`src/rtl/intc_pkg.sv`:
```
package intc_pkg;
  localparam int unsigned GRP_W    = 4;
  localparam int unsigned OFF_W    = 2;
  localparam int unsigned ADDR_W   = GRP_W + OFF_W;
  localparam int unsigned NUM_CFG  = 7;

  localparam logic [GRP_W-1:0] G_MODE0 = 4'd0;
  localparam logic [GRP_W-1:0] G_MODE1 = 4'd1;
  localparam logic [GRP_W-1:0] G_MODE2 = 4'd2;
  localparam logic [GRP_W-1:0] G_SEL   = 4'd3;
  localparam logic [GRP_W-1:0] G_ROUTE = 4'd4;
  localparam logic [GRP_W-1:0] G_WAKE  = 4'd5;
  localparam logic [GRP_W-1:0] G_MASK  = 4'd6;
  localparam logic [GRP_W-1:0] G_RISE  = 4'd7;
  localparam logic [GRP_W-1:0] G_FALL  = 4'd8;
  localparam logic [GRP_W-1:0] G_PEND0 = 4'd9;
  localparam logic [GRP_W-1:0] G_PEND1 = 4'd10;
  localparam logic [GRP_W-1:0] G_TEST  = 4'd11;

  localparam logic [OFF_W-1:0] OFF_RD  = 2'd0;
  localparam logic [OFF_W-1:0] OFF_SET = 2'd1;
  localparam logic [OFF_W-1:0] OFF_CLR = 2'd2;

  typedef enum logic [2:0] {
    TRIG_OFF  = 3'b000,
    TRIG_RISE = 3'b001,
    TRIG_FALL = 3'b010,
    TRIG_BOTH = 3'b011,
    TRIG_HIGH = 3'b101,
    TRIG_LOW  = 3'b110
  } trig_e;
endpackage

```
`src/rtl/intc_sync_edge.sv`:
```
module intc_sync_edge #(
  parameter int unsigned N = 32
) (
  input  logic         clk,
  input  logic         rst_n,
  input  logic [N-1:0] irq_i,
  output logic [N-1:0] lvl_o,
  output logic [N-1:0] rise_o,
  output logic [N-1:0] fall_o
);
  logic [N-1:0] s1_q, s2_q, prev_q;
  logic [N-1:0] s1_d, s2_d, prev_d;

  always_comb begin
    s1_d   = irq_i;
    s2_d   = s1_q;
    prev_d = s2_q;
  end

  always_ff @(posedge clk or negedge rst_n) begin
    if (!rst_n) begin
      s1_q   <= '0;
      s2_q   <= '0;
      prev_q <= '0;
    end else begin
      s1_q   <= s1_d;
      s2_q   <= s2_d;
      prev_q <= prev_d;
    end
  end

  assign lvl_o  = s2_q;
  assign rise_o = s2_q & ~prev_q;
  assign fall_o = ~s2_q & prev_q;
endmodule

```
`src/rtl/intc_regs.sv`:
```
module intc_regs
  import intc_pkg::*;
#(
  parameter int unsigned N = 32
) (
  input  logic              clk,
  input  logic              rst_n,
  input  logic              wr_en,
  input  logic [ADDR_W-1:0] addr,
  input  logic [N-1:0]      wdata,
  output logic [N-1:0]      cfg_o [NUM_CFG],
  output logic              test_o
);
  logic [N-1:0] cfg_q [NUM_CFG];
  logic [N-1:0] cfg_d [NUM_CFG];
  logic [NUM_CFG-1:0] cfg_en;
  logic test_q, test_d, test_en;

  for (genvar g = 0; g < NUM_CFG; g++) begin : g_cfg
    localparam logic [GRP_W-1:0] GC = GRP_W'(g);
    logic hit_set, hit_clr;
    assign hit_set   = wr_en && (addr == {GC, OFF_SET});
    assign hit_clr   = wr_en && (addr == {GC, OFF_CLR});
    assign cfg_en[g] = hit_set | hit_clr;
    assign cfg_d[g]  = hit_set ? (cfg_q[g] | wdata) : (cfg_q[g] & ~wdata);

    always_ff @(posedge clk or negedge rst_n) begin
      if (!rst_n)         cfg_q[g] <= '0;
      else if (cfg_en[g]) cfg_q[g] <= cfg_d[g];
    end

    assign cfg_o[g] = cfg_q[g];
  end

  assign test_en = wr_en && (addr == {G_TEST, OFF_SET});
  assign test_d  = wdata[0];

  always_ff @(posedge clk or negedge rst_n) begin
    if (!rst_n)       test_q <= 1'b0;
    else if (test_en) test_q <= test_d;
  end

  assign test_o = test_q;
endmodule

```
`src/rtl/intc_trigger.sv`:
```
module intc_trigger
  import intc_pkg::*;
#(
  parameter int unsigned N = 32
) (
  input  logic         clk,
  input  logic         rst_n,
  input  logic [N-1:0] mode0,
  input  logic [N-1:0] mode1,
  input  logic [N-1:0] mode2,
  input  logic [N-1:0] lvl,
  input  logic [N-1:0] rise,
  input  logic [N-1:0] fall,
  input  logic [N-1:0] rise_clr,
  input  logic [N-1:0] fall_clr,
  output logic [N-1:0] rcap_o,
  output logic [N-1:0] fcap_o,
  output logic [N-1:0] active_o
);
  logic [N-1:0] rise_en, fall_en, hi_en, lo_en;
  logic [N-1:0] rcap_q, fcap_q, rcap_d, fcap_d;

  for (genvar i = 0; i < N; i++) begin : g_src
    trig_e code;
    assign code = trig_e'({mode2[i], mode1[i], mode0[i]});
    always_comb begin
      rise_en[i] = 1'b0;
      fall_en[i] = 1'b0;
      hi_en[i]   = 1'b0;
      lo_en[i]   = 1'b0;
      case (code)
        TRIG_RISE: rise_en[i] = 1'b1;
        TRIG_FALL: fall_en[i] = 1'b1;
        TRIG_BOTH: begin rise_en[i] = 1'b1; fall_en[i] = 1'b1; end
        TRIG_HIGH: hi_en[i] = 1'b1;
        TRIG_LOW:  lo_en[i] = 1'b1;
        default:   ;
      endcase
    end
  end

  // a new edge wins over a clear written in the same cycle
  always_comb begin
    rcap_d = (rcap_q & ~rise_clr) | (rise & rise_en);
    fcap_d = (fcap_q & ~fall_clr) | (fall & fall_en);
  end

  always_ff @(posedge clk or negedge rst_n) begin
    if (!rst_n) begin
      rcap_q <= '0;
      fcap_q <= '0;
    end else begin
      rcap_q <= rcap_d;
      fcap_q <= fcap_d;
    end
  end

  assign rcap_o   = rcap_q;
  assign fcap_o   = fcap_q;
  assign active_o = (hi_en & lvl) | (lo_en & ~lvl) |
                    (rise_en & rcap_q) | (fall_en & fcap_q);
endmodule

```
`src/rtl/intc_core.sv`:
```
module intc_core
  import intc_pkg::*;
#(
  parameter int unsigned NUM_SRC = 32
) (
  input  logic               clk,
  input  logic               rst_n,
  input  logic [NUM_SRC-1:0] irq_i,
  input  logic               wr_en,
  input  logic               rd_en,
  input  logic [ADDR_W-1:0]  addr,
  input  logic [NUM_SRC-1:0] wdata,
  output logic [NUM_SRC-1:0] rdata_o,
  output logic               rvalid_o,
  output logic               req0_o,
  output logic               req1_o,
  output logic               wake_o
);
  logic rst_m_q, rst_s_q;

  always_ff @(posedge clk or negedge rst_n) begin
    if (!rst_n) begin
      rst_m_q <= 1'b0;
      rst_s_q <= 1'b0;
    end else begin
      rst_m_q <= 1'b1;
      rst_s_q <= rst_m_q;
    end
  end

  logic [NUM_SRC-1:0] lvl, rise, fall;
  logic [NUM_SRC-1:0] cfg [NUM_CFG];
  logic               test_q;
  logic [NUM_SRC-1:0] mode0, mode1, mode2, sel, route, wake_en, mask;
  logic [NUM_SRC-1:0] rise_clr, fall_clr, rcap, fcap, active;
  logic [NUM_SRC-1:0] pend0, pend1;

  intc_sync_edge #(.N(NUM_SRC)) u_sync (
    .clk(clk), .rst_n(rst_s_q), .irq_i(irq_i),
    .lvl_o(lvl), .rise_o(rise), .fall_o(fall)
  );

  intc_regs #(.N(NUM_SRC)) u_regs (
    .clk(clk), .rst_n(rst_s_q), .wr_en(wr_en), .addr(addr),
    .wdata(wdata), .cfg_o(cfg), .test_o(test_q)
  );

  assign mode0   = cfg[G_MODE0];
  assign mode1   = cfg[G_MODE1];
  assign mode2   = cfg[G_MODE2];
  assign sel     = cfg[G_SEL];
  assign route   = cfg[G_ROUTE];
  assign wake_en = cfg[G_WAKE];
  assign mask    = cfg[G_MASK];

  assign rise_clr = (wr_en && addr == {G_RISE, OFF_CLR}) ? wdata : '0;
  assign fall_clr = (wr_en && addr == {G_FALL, OFF_CLR}) ? wdata : '0;

  intc_trigger #(.N(NUM_SRC)) u_trig (
    .clk(clk), .rst_n(rst_s_q),
    .mode0(mode0), .mode1(mode1), .mode2(mode2),
    .lvl(lvl), .rise(rise), .fall(fall),
    .rise_clr(rise_clr), .fall_clr(fall_clr),
    .rcap_o(rcap), .fcap_o(fcap), .active_o(active)
  );

  assign pend0 = active & mask & route;
  assign pend1 = active & mask & ~route;

  logic [NUM_SRC-1:0] rd_sel, rdata_q, rdata_d;
  logic rvalid_q, rvalid_d, req0_q, req0_d, req1_q, req1_d, wake_q, wake_d;

  always_comb begin
    case (addr[ADDR_W-1:OFF_W])
      G_MODE0: rd_sel = mode0;
      G_MODE1: rd_sel = mode1;
      G_MODE2: rd_sel = mode2;
      G_SEL:   rd_sel = sel;
      G_ROUTE: rd_sel = route;
      G_WAKE:  rd_sel = wake_en;
      G_MASK:  rd_sel = mask;
      G_RISE:  rd_sel = rcap;
      G_FALL:  rd_sel = fcap;
      G_PEND0: rd_sel = pend0;
      G_PEND1: rd_sel = pend1;
      G_TEST:  rd_sel = {{(NUM_SRC-1){1'b0}}, test_q};
      default: rd_sel = '0;
    endcase
    rdata_d  = rd_sel;
    rvalid_d = rd_en;
    req0_d   = |pend0;
    req1_d   = |pend1;
    wake_d   = |(active & wake_en);
  end

  always_ff @(posedge clk or negedge rst_s_q) begin
    if (!rst_s_q) begin
      rdata_q  <= '0;
      rvalid_q <= 1'b0;
      req0_q   <= 1'b0;
      req1_q   <= 1'b0;
      wake_q   <= 1'b0;
    end else begin
      if (rd_en) rdata_q <= rdata_d;
      rvalid_q <= rvalid_d;
      req0_q   <= req0_d;
      req1_q   <= req1_d;
      wake_q   <= wake_d;
    end
  end

  assign rdata_o  = rdata_q;
  assign rvalid_o = rvalid_q;
  assign req0_o   = req0_q;
  assign req1_o   = req1_q;
  assign wake_o   = wake_q;
endmodule

```
`config.mk`:
```
export PLATFORM = sky130hd
export DESIGN_NAME = intc_core
export DESIGN_NICKNAME = d
export VERILOG_FILES = /design/src/rtl/intc_pkg.sv /design/src/rtl/intc_sync_edge.sv /design/src/rtl/intc_regs.sv /design/src/rtl/intc_trigger.sv /design/src/rtl/intc_core.sv
export SDC_FILE = /design/constraint.sdc
export NUM_CORES = 1
export LEC_CHECK = 0
export BUFFER_PORTS_ARGS = -buffer_cell sky130_fd_sc_hd__buf_4
export CORE_ASPECT_RATIO = 0.9
export CORE_UTILIZATION = 35
export DETAILED_ROUTE_END_ITERATION = 8
export SLEW_MARGIN = 20
export SYNTH_ARGS = -nofsm -noshare
export SYNTH_HDL_FRONTEND = slang
export SYNTH_SLANG_ARGS = --single-unit
```
`constraint.sdc`:
```
create_clock -name clk -period 13.2 [get_ports clk]
set_input_delay 2.64 -clock clk [delete_from_list [all_inputs] [get_ports clk]]
set_output_delay 2.64 -clock clk [all_outputs]
set_load 0.05 [all_outputs]
```
# Word level (Yosys, flattened, before mapping)
# Index checks and enable logic that the tools add are counted.
dict set report word_totals {
  regBits 423
  latch_bits 0
  ram_bits 0
  romBits 0
  word_cells 477
  n_memories 0
}
dict set report op_classes {
  n_addsub 0
  multipliers 0
  div_mod_pow 0
  n_lt_le_gt_ge 0
  eq_ne 188
  n_shift 0
  muxes 138
  n_bitwise 46
  n_reduce_logical 85
}
# op n
set ops {}
lappend ops {{$and A32 B32 Y32} 21}
lappend ops {{$or A32 B32 Y32} 12}
lappend ops {{$pmux W32 S12} 1}
lappend ops {{$mux W32} 9}
lappend ops {{$eq A3 B2 Y1 const B} 64}
lappend ops {{$eq A3 B3 Y1 const B} 64}
lappend ops {{$not A32 Y32} 6}
lappend ops {{$mux W1} 128}
lappend ops {{$reduce_or A2 Y1} 64}
lappend ops {{$eq A3 B1 Y1 const B} 32}
lappend ops {{$reduce_or A32 Y1} 3}
lappend ops {{$eq A6 B5 Y1 const B} 7}
lappend ops {{$eq A6 B4 Y1 const B} 4}
lappend ops {{$logic_and A1 B1 Y1} 17}
lappend ops {{$eq A4 B3 Y1 const B} 4}
lappend ops {{$eq A4 B4 Y1 const B} 4}
lappend ops {{$eq A6 B3 Y1 const B} 2}
lappend ops {{$eq A6 B6 Y1 const B} 2}
lappend ops {{$eq A4 B2 Y1 const B} 2}
lappend ops {{$or A1 B1 Y1} 7}
lappend ops {{$eq A6 B1 Y1 const B} 1}
lappend ops {{$eq A6 B2 Y1 const B} 1}
lappend ops {{$eq A4 B1 Y1 const B} 1}
lappend ops {{$logic_not A4 Y1} 1}

# Longest topological paths before layout
dict set report logic_depth {
  word_depth 9
  ltp_mapped 9
}

# Modules after synthesis
# From an unflattened synthesis, not the netlist that was laid out.
dict set report unflattened {
  cells_unflattened 2117
  hier_area_um2 22405.2
}
# mod n_inst cells_per_inst area_each_um2
set modules_own_cells {}
lappend modules_own_cells {intc_regs 1 852 9978.3}
lappend modules_own_cells {intc_core 1 690 5511.5}
lappend modules_own_cells {intc_trigger 1 415 3952.5}
lappend modules_own_cells {intc_sync_edge 1 160 2962.8}

# Least setup slack after synthesis
# No wires, ideal clock.
dict set report synth_timing {
  path_type {input port to flip-flop}
  start {in addr[3]}
  end {reg rdata_q[12], in the netlist rdata_o[12]}
  arrival_time_ns 3.918
  required_time_ns 13.059
  setup_slack_ns 9.141
  path_stages 8
  path_cell_list {buf_4 > and4b_1 > buf_2 > buf_6 > a222oi_1 > nand3_1 > nor3_1 > o22ai_1}
}
dict set report synth_between {
  elab_chain_cells 2
  word_cells_on_any_way 13
  classes_between {eq/ne: 11; mux: 1; reduce/logical: 1}
}
# element line
set synth_rtl {}
lappend synth_rtl {{start, declared} intc_core.sv:11} ;# input logic [ADDR_W-1:0] addr,
lappend synth_rtl {{$eq A4 B4 Y1 (tied with other cells)} intc_core.sv:74} ;# case (addr[ADDR_W-1:OFF_W])
lappend synth_rtl {{$pmux W32 S12 (*)} intc_core.sv:74}
lappend synth_rtl {{end signal, assigned} intc_core.sv:104} ;# if (rd_en) rdata_q <= rdata_d;
lappend synth_rtl {{end, declared} intc_core.sv:70} ;# logic [NUM_SRC-1:0] rd_sel, rdata_q, rdata_d;
# Every way passes the cells marked *; elsewhere a longest branch is shown, timed or not.
# A chain may end at the register's enable or synchronous reset.

==> reports/metrics.yaml <==
slew_headroom: 0.217
hold_class: "register to register"
die-width_um: 257
layout-drive-gt1-share: 0.131
syn_nets: 1980
maxCapViolCount: 0
crit_chain: "buf_4 -> and4bb_1 -> buf_4 -> and3_1 -> buf_4 -> nand2_1 -> a22o_1"
gp_congestion: 0.869
vias: 16600
grt_util_all_layers: 0.228
row_count: 83
path_clk_slew_ns: 0.06
final_nets: 2004
hold_path_depth: 0
crit_path_frequent_cell: "buf_4"
start_kind: "primary input"
cts_max_path_buffers: 3
numClockSinks: 423
setup-violations-final: 0
reg2reg_setup_slack_ns: 10.16
first_global_vias: 16200
clk_latency_ns: 0.59
multiInputGateArea_um2: 8950
postSynth.asyncResetShare: 1.00
path_max_fanout: 32
finClkSkew_ns: 0.0120
yosysWarnings: 0
final_cells: 2729
ff2ff_path_depth: 5
first_pass_iters: 6
dp_hpwl_mm: 44.3
power.density_nw_per_um2: 160
holdBufCountCts: 0
die_area_um2: 59500
tritoncts: "yes"
start_util: 0.357
tns_ns: 0
max_stage_delay_ns: 0.65
critPathSlowestCell: "and4bb_1"
ys_types: 60
finalMaxSlewViolations: 0
synth_area_per_cell_um2: 10.8
portBuffers: 109
wl_per_cell_um: 25.0
tightest_slew_ns: 1.17
fmax_mhz: 216
period_share: 0.350
dp.cells: 2646
endpoint_kind: "register"
final_cell_mix: "dfrtp_1, nand2_1, a22o_1, buf_4, a22oi_1"
outcome: "complete, no violations"
cts_resized: 0
period_needed_ns: 4.62
antenna_left: 0
rsz0062_at_grt: "no"
grt_pass1_wl_mm: 104
seq_area_frac_synth: 0.516
mostFrequentLayoutCell: "dfrtp_1"
n_fill_cell: 5476
cts-htree-levels: 2
synth_enable_flop_cells: 0
cp.arrival_ns: 5.10
path_class: "primary input to register"
area_delta_synth_final_pct: 14.4
syn-cell-area_um2: 20500
startpoint: "addr[3]"
yosys_register_bits: 423
drt_wl_total_mm: 68.2
regToRegEndpoint: "wake_o"
cp_data_required_time_ns: 13.68
max-vdd-ir-drop_mv: 0.0824
clock-root-buffer: "clkbuf_16"
routed_via_density: 6.07
core_um2: 57400
ioPinCount: 110
die_h_um: 232
post_cts_buffers: 0
antennaDiodeCount: 0
grt_max_degree: 172
ff_latch_area_um2: 10600
cts-buffers-inserted: 47
synth_flop_cell: "dfrtp_1"
report.final.hold_viol_count: 0
overflow: 0
syn_inst: 1906
p_leak_nw: 9.87
initialDrtViolationCount: 1700
drc: 0
antenna_found_initial: 4
## layer usage
metal	wire, µm	vias up	global-route usage	share of wire
met5	57	-	0	0.00084
met4	2120	8	0.0779	0.031
met3	5190	140	0.0427	0.076
met2	31500	750	0.363	0.46
met1	29300	8418	0.310	0.43
li1	-	7256	-	-
## power breakdown
group / switching (W) / total [W] / internal (W)
clock: 0.000553 / 0.00140 / 0.000846
combinational: 0.000316 / 0.000589 / 0.000274
sequential: 0.000250 / 0.00176 / 0.00151
## final cells by class
type	count	share of cell area
Sequential cell	423	0.451
Multi-Input combinational cell	1250	0.382
Clock buffer	69	0.0610
Timing Repair Buffer	141	0.0456
Tap cell	765	0.0408
Inverter	67	0.0107
Clock inverter	14	0.00891
## synthesized netlist by cell type (20+ instances only)
master,number,area (µm²)
nor2_1,20,75.1
nor3_1,27,135
a222oi_1,23,230
buf_2,65,325
a22oi_1,85,638
nand2_1,329,1230
o22ai_1,47,294
clkbuf_1,80,300
and3b_1,24,210
a22o_1,256,2240
nor4bb_1,77,771
nand3_1,24,120
inv_1,67,251
dfrtp_1,423,10600
a21o_1,63,473
## stage by stage
step | cell area (µm²) | hold slack (ns) | total power, W | utilization | setup slack, ns
floorplan | 20500 | 0.331 | 0.00211 | - | 0.537
global placement | 21800 | 0.333 | 0.00234 | 0.380 | 8.07
detailed placement | 21800 | 0.336 | 0.00236 | 0.380 | 8.04
CTS | 23500 | 0.349 | 0.00376 | 0.408 | 8.67
global route | 23500 | 0.352 | 0.00389 | 0.409 | 8.50
finish | 23500 | 0.345 | 0.00375 | 0.409 | 8.58
## logic make-up after synthesis
family	synth area share
other	0.000183
flip-flops	0.516
AO/OA/AOI/OAI	0.232
XOR/XNOR	0.000427
buffers and inverters	0.0519
AND/OR/NAND/NOR	0.186
multiplexers	0.0139
## worst min path at each step
stage / start / endpoint
3_3_place_gp: u_sync.s1_q[27] / u_sync.lvl_o[27]
5_1_grt: u_sync.s1_q[29] / u_sync.lvl_o[29]
3_5_place_dp: u_sync.s1_q[26] / u_sync.lvl_o[26]
4_1_cts: u_sync.s1_q[26] / u_sync.lvl_o[26]
2_1_floorplan: rst_m_q / rst_s_q
6_report: u_sync.s1_q[18] / u_sync.lvl_o[18]
## worst max-delay path: cells and delay by family
family          cells  cell delay (ns)
buf+inv             3             1.25
simple gates        3             0.96
compound gates      1             0.23
(Power assumes the default switching activity.)
